`src/rtl/dual_adc_reader.sv`:
```
module dual_adc_reader #(
  parameter int DATA_W = 12,
  parameter int LEAD   = 3,
  parameter int DIV_W  = 8
) (
  input  logic              clk,
  input  logic              rst_n,
  input  logic              start,
  input  logic              long_frame,
  input  logic [2:0]        chan_in,
  input  logic              range_in,
  input  logic              single_in,
  input  logic [DIV_W-1:0]  div,
  input  logic              sdata_a,
  input  logic              sdata_b,
  output logic              cs_n,
  output logic              sclk,
  output logic [2:0]        chan_sel,
  output logic              range_sel,
  output logic              single_ended,
  output logic              busy,
  output logic              valid,
  output logic [DATA_W-1:0] word_a,
  output logic [DATA_W-1:0] word_b,
  output logic              frame_err
);

  localparam int SH_W  = LEAD + DATA_W + 1;
  localparam int BIT_W = $clog2(SH_W + 1);
  localparam int CNT_W = DIV_W + 1;

  typedef enum logic [2:0] {S_IDLE, S_SETUP, S_LEAD, S_LOW, S_HIGH, S_GAP} state_t;

  state_t           state;
  logic [CNT_W-1:0] cnt;
  logic [BIT_W-1:0] bitn;
  logic             long_q;
  logic [SH_W-1:0]  sh_a, sh_b;

  logic [CNT_W-1:0] half, half_end, gap_end;
  logic [BIT_W-1:0] last_bit;
  logic             done;

  assign half     = (div == '0) ? CNT_W'(1) : {1'b0, div};
  assign half_end = half - CNT_W'(1);
  assign gap_end  = (half << 1) - CNT_W'(1);
  assign done     = (cnt == half_end);
  assign last_bit = long_q ? BIT_W'(SH_W - 1) : BIT_W'(SH_W - 2);
  assign busy     = (state != S_IDLE);

  logic [LEAD-1:0]   lead_a, lead_b;
  logic [DATA_W-1:0] dat_a, dat_b;
  logic              trl_a, trl_b, err_now;

  assign lead_a  = long_q ? sh_a[SH_W-1 -: LEAD] : sh_a[SH_W-2 -: LEAD];
  assign lead_b  = long_q ? sh_b[SH_W-1 -: LEAD] : sh_b[SH_W-2 -: LEAD];
  assign dat_a   = long_q ? sh_a[DATA_W:1] : sh_a[DATA_W-1:0];
  assign dat_b   = long_q ? sh_b[DATA_W:1] : sh_b[DATA_W-1:0];
  assign trl_a   = long_q & sh_a[0];
  assign trl_b   = long_q & sh_b[0];
  assign err_now = (|lead_a) | (|lead_b) | trl_a | trl_b;

  always_ff @(posedge clk or negedge rst_n) begin
    if (!rst_n) begin
      state        <= S_IDLE;
      cnt          <= '0;
      bitn         <= '0;
      long_q       <= 1'b0;
      sh_a         <= '0;
      sh_b         <= '0;
      cs_n         <= 1'b1;
      sclk         <= 1'b1;
      chan_sel     <= '0;
      range_sel    <= 1'b0;
      single_ended <= 1'b0;
      valid        <= 1'b0;
      word_a       <= '0;
      word_b       <= '0;
      frame_err    <= 1'b0;
    end else begin
      valid <= 1'b0;
      case (state)
        S_IDLE: if (start) begin
          chan_sel     <= chan_in;
          range_sel    <= range_in;
          single_ended <= single_in;
          long_q       <= long_frame;
          state        <= S_SETUP;
        end
        S_SETUP: begin
          cs_n  <= 1'b0;
          cnt   <= '0;
          bitn  <= '0;
          sh_a  <= '0;
          sh_b  <= '0;
          state <= S_LEAD;
        end
        S_LEAD: if (done) begin
          cnt   <= '0;
          sclk  <= 1'b0;
          state <= S_LOW;
        end else cnt <= cnt + CNT_W'(1);
        S_LOW: if (done) begin
          cnt   <= '0;
          sclk  <= 1'b1;
          sh_a  <= {sh_a[SH_W-2:0], sdata_a};
          sh_b  <= {sh_b[SH_W-2:0], sdata_b};
          state <= S_HIGH;
        end else cnt <= cnt + CNT_W'(1);
        S_HIGH: if (done) begin
          cnt <= '0;
          if (bitn == last_bit) begin
            cs_n      <= 1'b1;
            valid     <= 1'b1;
            word_a    <= dat_a;
            word_b    <= dat_b;
            frame_err <= err_now;
            state     <= S_GAP;
          end else begin
            sclk  <= 1'b0;
            bitn  <= bitn + BIT_W'(1);
            state <= S_LOW;
          end
        end else cnt <= cnt + CNT_W'(1);
        S_GAP: if (cnt == gap_end) begin
          cnt   <= '0;
          state <= S_IDLE;
        end else cnt <= cnt + CNT_W'(1);
        default: state <= S_IDLE;
      endcase
    end
  end

  AST_IDLE_FRAME_CLOSED: assert property (@(posedge clk) disable iff (!rst_n)
    (state == S_IDLE) |-> (cs_n && sclk && !valid)) else $error("idle lines");
  AST_CTRL_SETUP: assert property (@(posedge clk) disable iff (!rst_n)
    $fell(cs_n) |-> ($stable(chan_sel) && $stable(range_sel) && $stable(single_ended))) else $error("ctrl setup");
  AST_CTRL_HELD: assert property (@(posedge clk) disable iff (!rst_n)
    (!cs_n && !$past(cs_n)) |-> ($stable(chan_sel) && $stable(range_sel) && $stable(single_ended))) else $error("ctrl held");
  AST_SCLK_IDLE_HIGH: assert property (@(posedge clk) disable iff (!rst_n)
    cs_n |-> sclk) else $error("sclk while deselected");
  AST_VALID_AT_CS_RISE: assert property (@(posedge clk) disable iff (!rst_n)
    valid |-> $rose(cs_n)) else $error("valid timing");
  AST_VALID_SINGLE: assert property (@(posedge clk) disable iff (!rst_n)
    valid |=> !valid) else $error("valid width");
  AST_BUSY_START_DROPPED: assert property (@(posedge clk) disable iff (!rst_n)
    (busy && start && state != S_GAP) |=> $stable(chan_sel)) else $error("start while busy");

endmodule

```
`config.mk`:
```
export PLATFORM = sky130hd
export DESIGN_NAME = dual_adc_reader
export DESIGN_NICKNAME = d
export VERILOG_FILES = /design/src/rtl/dual_adc_reader.sv
export SDC_FILE = /design/constraint.sdc
export NUM_CORES = 1
export LEC_CHECK = 0
export BUFFER_PORTS_ARGS = -buffer_cell sky130_fd_sc_hd__buf_2
export CORE_MARGIN = 2
export CORE_UTILIZATION = 55
export CTS_CLUSTER_DIAMETER = 150
export DETAILED_ROUTE_END_ITERATION = 8
export PLACE_DENSITY = 0.76
export SYNTH_ARGS = -nofsm -noshare
export SYNTH_HDL_FRONTEND = slang
export SYNTH_SLANG_ARGS = --single-unit
```
`constraint.sdc`:
```
create_clock -name clk -period 2.8 [get_ports clk]
set_input_delay 0.56 -clock clk [delete_from_list [all_inputs] [get_ports clk]]
set_output_delay 0.56 -clock clk [all_outputs]
set_load 0.02 [all_outputs]
```
# Word-level counts from Yosys, hierarchy flattened
# Cells that the tools add are included.
# word_totals
romBits	0
reg_bits	83
mem_bits_rw	0
latchBits	0
n_memories	0
# classes
n_shift	0
add_sub_neg	4
n_reduce_logical	17
magnitude_cmp	0
n_bitwise	5
n_eq_ne	15
mul	0
div_mod_pow	0
muxes	34
# op_table
operator	count
16-bit one-hot mux with 2 select lines	2
16-bit two-way mux	2
9-bit one-hot mux with 3 select lines	1
12-bit two-way mux	2
3-bit two-way mux	8
9-bit == test	2
9-bit two-way mux	2
3-bit one-hot mux with 6 select lines	1
2-bit inequality test (second input constant)	7
1-bit two-way mux	10
5-bit two-way mux	2
5-bit one-hot mux with 2 select lines	1
5-bit AND reduction	2
9-bit by 1-bit adder with 9-bit output (second input constant)	1
3-bit AND reduction	3
3-bit nonzero test	3
3-bit OR reduction	3
8-bit by 1-bit subtractor with 9-bit output (second input constant)	1
9-bit by 1-bit subtractor with 9-bit output (second input constant)	1
8-bit logical NOT	1
8-bit two-way mux	1
3-bit by 2-bit == test with 1-bit output (second input constant)	2
3-bit == test (second input constant)	2
5-bit by 1-bit adder with 5-bit output (second input constant)	1
other kinds (9)	14

# Depth between registers and ports, before layout
# Gate-level depths: netlist of run 1.
# logic_depth
ltp_word	6
ltp_mapped	15

# Worst setup path before layout of run 1
# Ideal clock, no wire load.
# synth_path
path_type	input-to-reg
from	input div[4]
to	register cnt[5]
setup_time_ps	121
t_required_ps	2679
cell_stages	14
setup_slack_ps	-575
path_buffers	2
t_arrival_ps	3254
path_cell_list	buf_2 > nor4_4 > and2_1 > nor2_1 > ha_1 > a22oi_1 > o221ai_1 > a311o_1 > nor4_1 > and4_1 > buf_4 > o2bb2ai_1 > a221o_1 > a22o_1
# synth_via
elab_chain_cells	6
# synth_rtl
item	line_no	source
from (decl)	13	input logic [DIV_W-1:0] div,
8-bit logical NOT	44	assign half = (div == '0) ? CNT_W'(1) : {1'b0, div};
8-bit two-way mux (*)	44	
9-bit by 1-bit subtractor with 9-bit output / 8-bit by 1-bit subtractor with 9-bit output (equally long branches)	46, 45	
9-bit == test (on tied branches)	125, 47	
9-bit two-way mux (on tied branches)	-	
9-bit one-hot mux with 3 select lines (*)	82	case (state)
to (signal assigned)	102	end else cnt <= cnt + CNT_W'(1);
to (signal assigned)	124	end else cnt <= cnt + CNT_W'(1);
to (signal assigned)	128	end else cnt <= cnt + CNT_W'(1);
to (decl)	35	logic [CNT_W-1:0] cnt;
# Every way passes the cells marked *; elsewhere a longest branch is shown, timed or not.
# A chain may end at the register's enable or synchronous reset.

# Worst setup path after layout of run 1
# layout_path
from	input div[4]
to	register sh_b[3]
# layout_via
elab_chain_cells	6
# layout_rtl
item	line_no	source
8-bit logical NOT	44	
8-bit two-way mux (*)	44	
8-bit by 1-bit subtractor with 9-bit output (*)	45	assign half_end = half - CNT_W'(1);
9-bit == test (*)	47	assign done = (cnt == half_end);
2-bit inequality test (no line) (*)	-	
2-bit AND reduction (no line) (*)	-	
to (signal assigned)	107	sh_b <= {sh_b[SH_W-2:0], sdata_b};
to (decl)	38	logic [SH_W-1:0] sh_a, sh_b;
# Marked as above.

==> impl_metrics.py, run 1 <==
metrics = {
    "outcome": {
        "outcome": "finished with violations",
        "violations": "negative setup slack",
    },
    "routing": {
        "ant_nets": 0,
        "drcViolationCount": 0,
        "vias": 4070,
        "drt-pass1-iter-count": 6,
        "drt_wl_total_microns": 13940,
        "wl_per_cell_microns": 20.93,
        "drt-initial-drc-count": 336,
        "viasPerCell": 6.111,
    },
    "pwr": {
        "p_leak_uw": 0.002777,
        "ir_drop_mv": 0.4331,
        "finalPower_uw": 3847,
        "power.density_nw_per_um2": 605.9,
    },
    "floorplanning": {
        "ios": 53,
        "die-area_sq_um": 8652,
        "rows": 32,
        "chipWidth_microns": 93.02,
        "die_y_microns": 93.02,
        "core_area_sq_um": 7687,
        "initial_utilization_pct": 56.69,
    },
    "yosys": {
        "synth-edff-count": 0,
        "synthFlopType": "dfrtp_1",
        "synth-seq-area-share_pct": 47.72,
        "synthesis.area_sq_um": 4358,
        "async_flop_share_pct": 100.0,
        "synth.avg_cell_area_sq_um": 9.332,
        "synth_seq_cells": 83,
        "synth_nets": 489,
        "syn_inst": 467,
        "synth_warnings": 0,
        "yosys.cell_types.count": 62,
    },
    "timing": {
        "hold_viol_final": 0,
        "tns_ns": -10.24,
        "rsz0062_at_grt": "true",
        "skew_ns": 0.01440,
        "min_period_over_period_pct": 108.7,
        "fmax_mhz": 328.5,
        "fin_ws_ns": -0.2441,
        "slew-limit-headroom_pct": 42.19,
        "finalMaxSlewViolations": 0,
        "finalSetupViolations": 76,
        "min_period_ns": 3.044,
        "worstMarginPinSlew_ns": 0.8552,
    },
    "clocking": {
        "clock_sinks": 83,
        "ctsLongestPathBuffers": 2,
        "insertion_delay_ns": 0.36,
        "htree_levels": 3,
        "clk_pin_slew_ns": 0.10,
        "clock_tree.root_cell": "clkbuf_8",
        "numCtsBuffers": 9,
        "cts_tree": "done",
        "hold_buffers": 0,
    },
    "setup_path": {
        "arrival_ns": 3.29,
        "ff2ff_path_depth": 13,
        "cp_common_cell": "buf_12",
        "cp-end-kind": "flip-flop",
        "critPathRequiredTime_ns": 3.04,
        "path_max_fanout": 8,
        "path_cells": "buf_8 > nor4_4 > and2_4 > nor2_4 > ha_4 > xor2_2 > xor2_1 > a311o_1 > nor4_2 > and4_4 > buf_6 > buf_12 > a21oi_4 > buf_6 > buf_12 > buf_12 > nand2_2 > o21ai_2",
        "worst_setup_path_start_kind": "input port",
        "critPathMaxStageDelay_ns": 0.35,
        "slowest_stage": "a311o_1",
        "path_class": "in2reg",
    },
    "cells_and_area": {
        "syn2layout_area_growth_pct": 45.68,
        "antenna_cells": 0,
        "finalNonFillerCells": 666,
        "finalNetCount": 581,
        "drive_above_1_share_pct": 48.23,
    },
    "placed_design": {
        "gp_congestion": 0.8670,
        "dp_cells": 621,
        "hpwl_microns": 6234,
        "io_buffers": 52,
    },
    "global_route": {
        "grt_max_degree": 44,
        "grt_pass1_vias": 3947,
        "grt_pass1_wl_microns": 19030,
        "grt_antenna_before_repair": 0,
        "overflow": 0,
        "grt_usage_pct": 28.08,
    },
    "flow_run": {
        "maxCapViolations": 0,
    },
    "hold_path": {
        "min_path_type": "in2async",
    },
}
-- worst max-delay path, delay by kind of cell --
| family | cells | cell delay (ns) |
|---|---|---|
| AOI/OAI and AO/OA | 3 | 0.47 |
| xor gates and xnor gates | 2 | 0.30 |
| adders and majority gates | 1 | 0.17 |
| buffers and inverters | 6 | 0.72 |
| and+or+nand+nor | 6 | 1.03 |
-- power by group --
part / internal, uW / switching [uW]
clock: 509 / 488
combinational: 593 / 749
sequential: 1310 / 196
total: 2410 / 1430
-- registers in the layout (all words and copies together), names as in the netlist --
register      count
cs_n              1
range_sel         1
bitn              5
frame_err         1
sh_a             16
cnt               9
chan_sel          3
sclk              1
single_ended      1
state             3
valid             1
sh_b             16
long_q            1
word_a           12
word_b           12
-- path summary, 6_finish.rpt --
check                                        start                    end  slack, ns
worst max register to register  cnt[4]$_DFFE_PN0P_    sh_b[3]$_DFFE_PN0P_       0.24
worst min-delay path                         rst_n     cnt[6]$_DFFE_PN0P_       0.18
worst min register to register    cs_n$_DFFE_PN1P_       cs_n$_DFFE_PN1P_       0.49
worst max-delay path                        div[4]    sh_b[3]$_DFFE_PN0P_      -0.24
min in group clk                          range_in  range_sel$_DFFE_PN0P_       0.43
max in group asynchronous                    rst_n     cnt[8]$_DFFE_PN0P_       1.99
-- synth_stat cells (2+ instances only) --
master      n  area [sq um]
a211o_1     2         17.52
a21o_1      2         15.01
a21oi_1    10         50.05
a221o_1     3         30.03
a22o_1      8         70.07
and2_1      3         18.77
and3_1      5         31.28
and4_1      2         17.52
buf_2       9         45.04
buf_6       2         22.52
clkbuf_1   18         67.56
clkbuf_2    2         10.01
dfrtp_1    81          2027
dfstp_2     2         52.55
ha_1        3         37.54
inv_1      12         45.04
mux2_2      7         78.83
mux2i_1    28         280.3
nand2_1   101         379.1
nand2b_1    2         12.51
nand3_1     9         45.04
nor2_1     20         75.07
nor2b_1     4         25.02
nor3_1      8         40.04
nor4_1      2         12.51
nor4_4      2         42.54
o21ai_0    62         310.3
o21ai_1     2         10.01
o21bai_1    3         22.52
o22ai_1     3         18.77
o31ai_1     2         15.01
xnor2_1     8         70.07
xor2_1     11         96.34
-- timing repair --
item | in CTS | in global routing
setup buffers | 9 | 10
pin swaps | 37 | 29
resized for setup | 108 | 124
setup endpoints to repair | 77 | 77
cloned | 10 | 4
-- metrics by stage --
step           cell area [sq um]  setup slack, ns  hold slack, ns  util (%)
3_3_place_gp                4947          -0.5827          0.4489     64.36
4_1_cts                     5761          -0.1670          0.2051     74.93
5_1_grt                     6349          -0.3090          0.2382     82.58
3_5_place_dp                4947          -0.6737          0.4658     64.36
6_report                    6349          -0.2441          0.1821     82.58
2_1_floorplan               4474          -0.3400          0.2644         -
-- layout make-up --
class                           instances  area [sq um]
Clock buffer                            9         123.9
Tap cell                              102         127.6
Clock inverter                          7         98.84
Sequential cell                        83          2079
Timing Repair Buffer                  113          1101
Multi-Input combinational cell        340          2768
Inverter                               12         50.05
Fill cell                             407          1339
-- cells by family after synthesis --
group                    after synthesis  share of synthesized area, %
AO/OA/AOI/OAI                        111                         15.76
buffers and inverters                 45                         4.622
flip-flops                            83                         47.72
adder cells (fa/ha/maj)                3                        0.8614
AND/OR/NAND/NOR                      171                         18.98
XOR/XNOR                              19                         3.819
multiplexers                          35                         8.240
-- layout by cell type, fill, tap and decap left out, drive strengths merged, types with 2 or more instances in the layout --
cell / n
clkinv: 3
o21ai: 66
o31ai: 2
xor2: 11
nor3b: 2
nand3: 9
o21bai: 3
nor2b: 4
xnor2: 8
nor4: 5
inv: 13
and4: 2
nor2: 20
dfstp: 2
and2: 3
nor3: 8
nand2: 102
a21oi: 11
a211o: 2
o22ai: 3
buf: 110
clkbuf: 12
a221o: 3
mux2: 7
mux2i: 28
bufinv: 2
or4: 2
nand2b: 2
a21o: 2
ha: 3
dfrtp: 81
a22o: 8
and3: 5
-- layer usage --
layer / wire length, microns / share of wire, % / global-route usage [%]
met2: 7244 / 52 / 48.13
met4: 527 / 3.8 / 12.75
met1: 5539 / 40 / 34.79
met5: 0 / 0 / 0
met3: 630 / 4.5 / 4.915
Power figures use the tool's default switching activity.
==> inputs of run 2 (changes only) <==
--- a/config.mk
+++ b/config.mk
@@ -10,6 +10,7 @@
 export CORE_UTILIZATION = 55
 export CTS_CLUSTER_DIAMETER = 150
 export DETAILED_ROUTE_END_ITERATION = 8
+export GPL_TIMING_DRIVEN = 0
 export PLACE_DENSITY = 0.76
 export SYNTH_ARGS = -nofsm -noshare
 export SYNTH_HDL_FRONTEND = slang
==> run 2 against run 1 <==
Against the previous run:
- the run still ends with negative setup slack left
- die area unchanged
- worst hold slack lost 0.16 ns
- critical endpoint is now word_b[4]$_DFFE_PN0P_
- total power is 5.2% lower
- critical path depth down 3
==> impl_metrics.py, run 2 (synthesis gave the netlist of run 1 again) <==
metrics = {
    "outcome": {
        "outcome": "finished with violations",
        "violations": "negative setup slack",
    },
    "setup_path": {
        "critPathRequiredTime_ns": 3.04,
        "path_max_fanout": 7,
        "cp-end-kind": "flip-flop",
        "arrival_ns": 3.27,
        "worst_setup_path_start_kind": "input port",
        "path_class": "in2reg",
    },
    "pwr": {
        "ir_drop_mv": 0.3392,
        "switching_share_pct": 38.24,
        "p_seq_share_pct": 38.1,
        "power.density_nw_per_um2": 612.2,
        "p_leak_uw": 0.002609,
        "internal_power_uw": 2252,
        "comb_power_share_pct": 38.3,
        "pwr-share-clk_pct": 23.6,
        "power_switching_uw": 1394,
    },
    "routing": {
        "drt-initial-drc-count": 210,
        "drt-pass1-iter-count": 5,
        "vias": 3913,
        "wl_per_cell_microns": 18.21,
        "drcViolationCount": 0,
        "viasPerCell": 5.884,
        "ant_nets": 0,
        "drt_wl_total_microns": 12110,
    },
    "floorplanning": {
        "ios": 53,
        "die_y_microns": 93.02,
        "initial_utilization_pct": 56.69,
        "chipWidth_microns": 93.02,
        "rows": 32,
        "die-area_sq_um": 8652,
        "core_area_sq_um": 7687,
    },
    "global_route": {
        "grt_max_degree": 75,
        "grt_pass1_wl_microns": 17580,
        "grt_usage_pct": 25.42,
        "overflow": 0,
        "grt_pass1_vias": 3688,
        "grt_antenna_before_repair": 0,
    },
    "cells_and_area": {
        "finalInstanceArea_sq_um": 5957,
        "finalNetCount": 580,
        "utilization_pct": 77.49,
        "final_common_cell": "dfrtp_1",
        "syn2layout_area_growth_pct": 36.69,
        "final_cell_mix": "dfrtp_1 (81), nand2_1 (56), buf_2 (44), o21ai_2 (31)",
        "largest_registers": "sh_a: 16 flops, sh_b: 16 flops",
        "drive_above_1_share_pct": 40.14,
        "antenna_cells": 0,
    },
    "placed_design": {
        "gp_congestion": 0.8694,
        "placed_cell_area_sq_um": 4877,
        "hpwl_microns": 6592,
        "io_buffers": 49,
        "pre_cts_slack_ns": -0.9893,
    },
    "clocking": {
        "clock_sinks": 83,
        "clock_tree.root_cell": "clkbuf_8",
        "htree_levels": 3,
        "cts_tree": "done",
        "clk_pin_slew_ns": 0.09,
        "hold_buffers": 0,
        "numCtsBuffers": 9,
        "ctsLongestPathBuffers": 2,
        "insertion_delay_ns": 0.37,
    },
    "timing": {
        "min_period_ns": 3.026,
        "skew_ns": 0.02112,
        "min_period_over_period_pct": 108.1,
        "finalSetupViolations": 76,
        "hold_viol_final": 0,
        "slew-limit-headroom_pct": 45.69,
        "worstMarginPinSlew_ns": 0.8125,
        "fmax_mhz": 330.5,
        "finalMaxSlewViolations": 0,
        "fin_ws_ns": -0.2256,
        "rsz0062_at_grt": "true",
    },
    "hold_path": {
        "min_path_type": "in2async",
    },
    "flow_run": {
        "maxCapViolations": 0,
    },
}
==> run 2: changes by cell type in the layout (fill, tap and decap cells not counted), moves of 6 or more <==
cell / before / now
nand2_4: 38 / 21
clkbuf_1: 0 / 16
o21ai_2: 45 / 31
buf_4: 32 / 20
o21ai_1: 16 / 28
nand2_1: 46 / 56
nand2_2: 18 / 25
buf_16: 7 / 1
clkbuf_8: 9 / 15
==> run 2: path summary, 6_finish.rpt <==
check | from | to | slack [ns] | cells after the start
worst max register to register | long_q$_DFFE_PN0P_ | bitn[4]$_DFFE_PN0P_ | 0.04 | 9
worst min register to register | word_a[5]$_DFFE_PN0P_ | word_a[5]$_DFFE_PN0P_ | 0.49 | 2
worst max-delay path | div[4] | word_b[4]$_DFFE_PN0P_ | -0.23 | 15
max in group asynchronous | rst_n | cs_n$_DFFE_PN1P_ | 2.18 | 2
min in group clk | chan_in[1] | chan_sel[1]$_DFFE_PN0P_ | 0.43 | 2
worst min-delay path | rst_n | bitn[1]$_DFFE_PN0P_ | 0.02 | 1
==> run 2: per-stage QoR <==
stage | TNS [ns] | power (uW) | cells | hold WS [ns]
3_5_place_dp | -58.03 | 2548 | 619 | 0.4092
4_1_cts | -7.346 | 3471 | 654 | 0.02471
2_1_floorplan | -18.36 | 2271 | 467 | 0.2644
6_report | -11.85 | 3647 | 665 | 0.02473
3_3_place_gp | -52.90 | 2517 | 618 | 0.4478
5_1_grt | -20.23 | 3803 | 665 | 0.02196
==> run 2: power by group through the flow <==
stage / Sequential (uW) / Clock, uW / Combinational [uW]
after global routing: 1400 / 902 / 1500
after CTS: 1380 / 849 / 1240
after detailed placement: 1410 / 0 / 1140
final: 1390 / 862 / 1400
after floorplan: 1440 / 0 / 835
after global placement: 1400 / 0 / 1120
==> run 2: per-layer routing <==
| layer | GRT usage, % | vias up | wire (microns) |
|---|---|---|---|
| met1 | 34.34 | 1972 | 5035 |
| met4 | 7.353 | 0 | 248 |
| met5 | 0 | - | 0 |
| li1 | - | 1812 | - |
| met2 | 43.18 | 102 | 6359 |
| met3 | 3.465 | 27 | 464 |
==> run 2: final cells by class <==
cell class / instances / area, sq um
fill: 491 / 1730
inverter: 12 / 45.04
sequential: 83 / 2079
buffer: 33 / 294.0
timing repair buffer: 79 / 649.4
tap: 102 / 127.6
multi-input combinational: 340 / 2570
clock buffer: 10 / 137.6
clock inverter: 6 / 53.80
==> run 2: repair_timing <==
item / CTS / global route
gates resized for setup: 82 / 101
gates cloned: 10 / 4
pin swaps: 29 / 14
buffers inserted: 9 / 7
endpoints found under the setup margin: 77 / 77
==> run 2: worst max-delay path, cell delays in order <==
cell and delay [ns]:
buf_12 0.10, nor4_4 0.29, and2_4 0.21, nor2_4 0.04, ha_4 0.18, xor2_2 0.18, xor2_1 0.15, a311o_1 0.35
nor4_2 0.18, and4_4 0.28, buf_6 0.14, nand4_4 0.21, buf_4 0.26, nand2_1 0.07, o21ai_1 0.06
==> inputs of run 3 (changes only) <==
==> constraint.sdc (replaced) <==
create_clock -name clk -period 3.2 [get_ports clk]
set_input_delay 0.64 -clock clk [delete_from_list [all_inputs] [get_ports clk]]
set_output_delay 0.64 -clock clk [all_outputs]
set_load 0.02 [all_outputs]
==> run 3 against run 2 <==
Against the previous run:
- the run now ends clean
- clock skew down 0.0097 ns
- routed wire length down 17%
- final cell count decreased by 2.3%
- critical endpoint is now word_a[9]$_DFFE_PN0P_
- largest cell class unchanged
==> impl_metrics.py, run 3 (synthesis gave the netlist of run 1 again) <==
metrics = {
    "placed_design": {
        "gp_congestion": 0.8663,
        "io_buffers": 49,
        "hpwl_microns": 6445,
    },
    "routing": {
        "viasPerCell": 5.648,
        "ant_nets": 0,
        "drt_wl_total_microns": 9996,
        "drcViolationCount": 0,
        "vias": 3671,
        "drt-pass1-iter-count": 4,
        "drt-initial-drc-count": 203,
        "wl_per_cell_microns": 15.38,
    },
    "floorplanning": {
        "die-area_sq_um": 8652,
        "initial_utilization_pct": 56.69,
        "rows": 32,
        "core_area_sq_um": 7687,
        "ios": 53,
        "chipWidth_microns": 93.02,
        "die_y_microns": 93.02,
    },
    "clocking": {
        "insertion_delay_ns": 0.36,
        "htree_levels": 3,
        "cts_tree": "done",
        "clock_sinks": 83,
        "numCtsBuffers": 9,
        "hold_buffers": 0,
        "clock_tree.root_cell": "clkbuf_8",
        "ctsLongestPathBuffers": 2,
        "clk_pin_slew_ns": 0.09,
    },
    "outcome": {
        "outcome": "finished, final reports clean",
    },
    "timing": {
        "whs_ns": 0.1056,
        "hold_viol_final": 0,
        "fmax_mhz": 321.1,
        "finalMaxSlewViolations": 0,
        "slew-limit-headroom_pct": 20.96,
        "rsz0062_at_grt": "true",
        "tns_ns": 0,
        "skew_ns": 0.01138,
        "finalSetupViolations": 0,
        "min_period_over_period_pct": 97.31,
        "min_period_ns": 3.114,
        "worstMarginPinSlew_ns": 1.169,
    },
    "global_route": {
        "overflow": 0,
        "grt_pass1_vias": 3426,
        "grt_usage_pct": 23.19,
        "grt_pass1_wl_microns": 16130,
        "grt_max_degree": 74,
        "grt_antenna_before_repair": 0,
    },
    "flow_run": {
        "maxCapViolations": 0,
    },
    "cells_and_area": {
        "syn2layout_area_growth_pct": 25.75,
        "largest_registers": "sh_a: 16 flops, sh_b: 16 flops",
        "seqCellArea_sq_um": 2079,
        "antenna_cells": 0,
        "final_common_cell": "nand2_1",
        "drive_above_1_share_pct": 29.01,
        "utilization_pct": 71.29,
        "fill_cells": 588,
        "multiInputGateArea_sq_um": 2313,
        "finalNetCount": 565,
        "final_cell_mix": "nand2_1 (84), dfrtp_1 (81), buf_2 (49), o21ai_0 (39), mux2i_1 (28)",
    },
    "setup_path": {
        "critPathRequiredTime_ns": 3.44,
        "slowest_stage": "a311o_1",
        "path_class": "in2reg",
        "path_max_fanout": 7,
        "path_cells": "buf_12 > nor4_4 > and2_4 > nor2_4 > ha_4 > a22oi_2 > o221ai_2 > a311o_1 > nor4_2 > and4_1 > buf_6 > nand4_4 > clkbuf_16 > nand2_4 > o21ai_2",
        "critPathMaxStageDelay_ns": 0.33,
        "worst_setup_path_start_kind": "input port",
        "cp-end-kind": "flip-flop",
        "arrival_ns": 3.36,
    },
    "hold_path": {
        "min_path_type": "in2async",
    },
    "pwr": {
        "power.density_nw_per_um2": 551.0,
        "finalPower_uw": 3020,
        "ir_drop_mv": 0.3573,
        "p_leak_uw": 0.002427,
    },
}
run 3: cell count changes in the layout (fill, tap and decap cells not counted), moves of 6 or more:
cell | previous run | this run
buf_4 | 20 | 10
nand2_2 | 25 | 12
o21ai_1 | 28 | 10
o21ai_2 | 31 | 16
nand2_4 | 21 | 6
clkbuf_8 | 15 | 9
nand2_1 | 56 | 84
o21ai_0 | 4 | 39
run 3: power by group:
group | internal [uW] | switching, uW | leakage, uW
registers | 1150 | 62.1 | 0.00113
clock network | 371 | 402 | 0.0000979
logic | 403 | 633 | 0.00120
total | 1920 | 1100 | 0.00243
run 3: worst max-delay path, delay by kind of cell:
family / cells / cell delay (ns)
and+or+nand+nor: 7 / 1.25
AOI/OAI and AO/OA: 4 / 0.64
buffers and inverters: 3 / 0.56
adders and majority gates: 1 / 0.25
run 3: final cells by class:
type                            instances  share of cell area (%)
Clock buffer                           10                   2.329
Inverter                               12                  0.8219
Sequential cell                        83                   37.95
Timing Repair Buffer                   64                   8.790
Buffer                                 33                   4.247
Multi-Input combinational cell        340                   42.21
Clock inverter                          6                   1.324
Tap cell                              102                   2.329
run 3: routing by layer:
layer / GRT usage (%) / vias to the layer above / share of wire (%)
met5: 0 / - / 0
met4: 8.578 / 0 / 2.2
met3: 3.062 / 19 / 3.6
met2: 37.56 / 76 / 51
met1: 32.20 / 1803 / 43
li1: - / 1773 / -
run 3: path summary, 6_finish.rpt:
check / startpoint / endpoint / cells after the start / slack [ns]
worst max-delay path: div[5] / word_a[9]$_DFFE_PN0P_ / 15 / 0.09
worst min-delay path: rst_n / cnt[8]$_DFFE_PN0P_ / 1 / 0.11
worst max register to register: long_q$_DFFE_PN0P_ / bitn[4]$_DFFE_PN0P_ / 9 / 0.20
worst min register to register: word_b[5]$_DFFE_PN0P_ / word_b[5]$_DFFE_PN0P_ / 2 / 0.48
max in group asynchronous: rst_n / word_b[1]$_DFFE_PN0P_ / 2 / 2.49
min in group clk: word_b[5]$_DFFE_PN0P_ / word_b[5]$_DFFE_PN0P_ / 2 / 0.48
run 3: repair_timing:
action	in CTS	in global routing
setup endpoints to repair	55	77
pin swaps	1	31
gates resized for setup	12	104
setup buffers	1	8
cloned	0	6
run 3: metrics by stage:
| stage | cells | setup slack [ns] | instance area (sq um) |
|---|---|---|---|
| after global routing | 650 | -0.06844 | 5480 |
| after detailed placement | 619 | -0.5561 | 4795 |
| after global placement | 618 | -0.4880 | 4765 |
| final | 650 | 0.08618 | 5480 |
| after CTS | 636 | 0.02251 | 5047 |
| after floorplan | 467 | -0.01997 | 4392 |
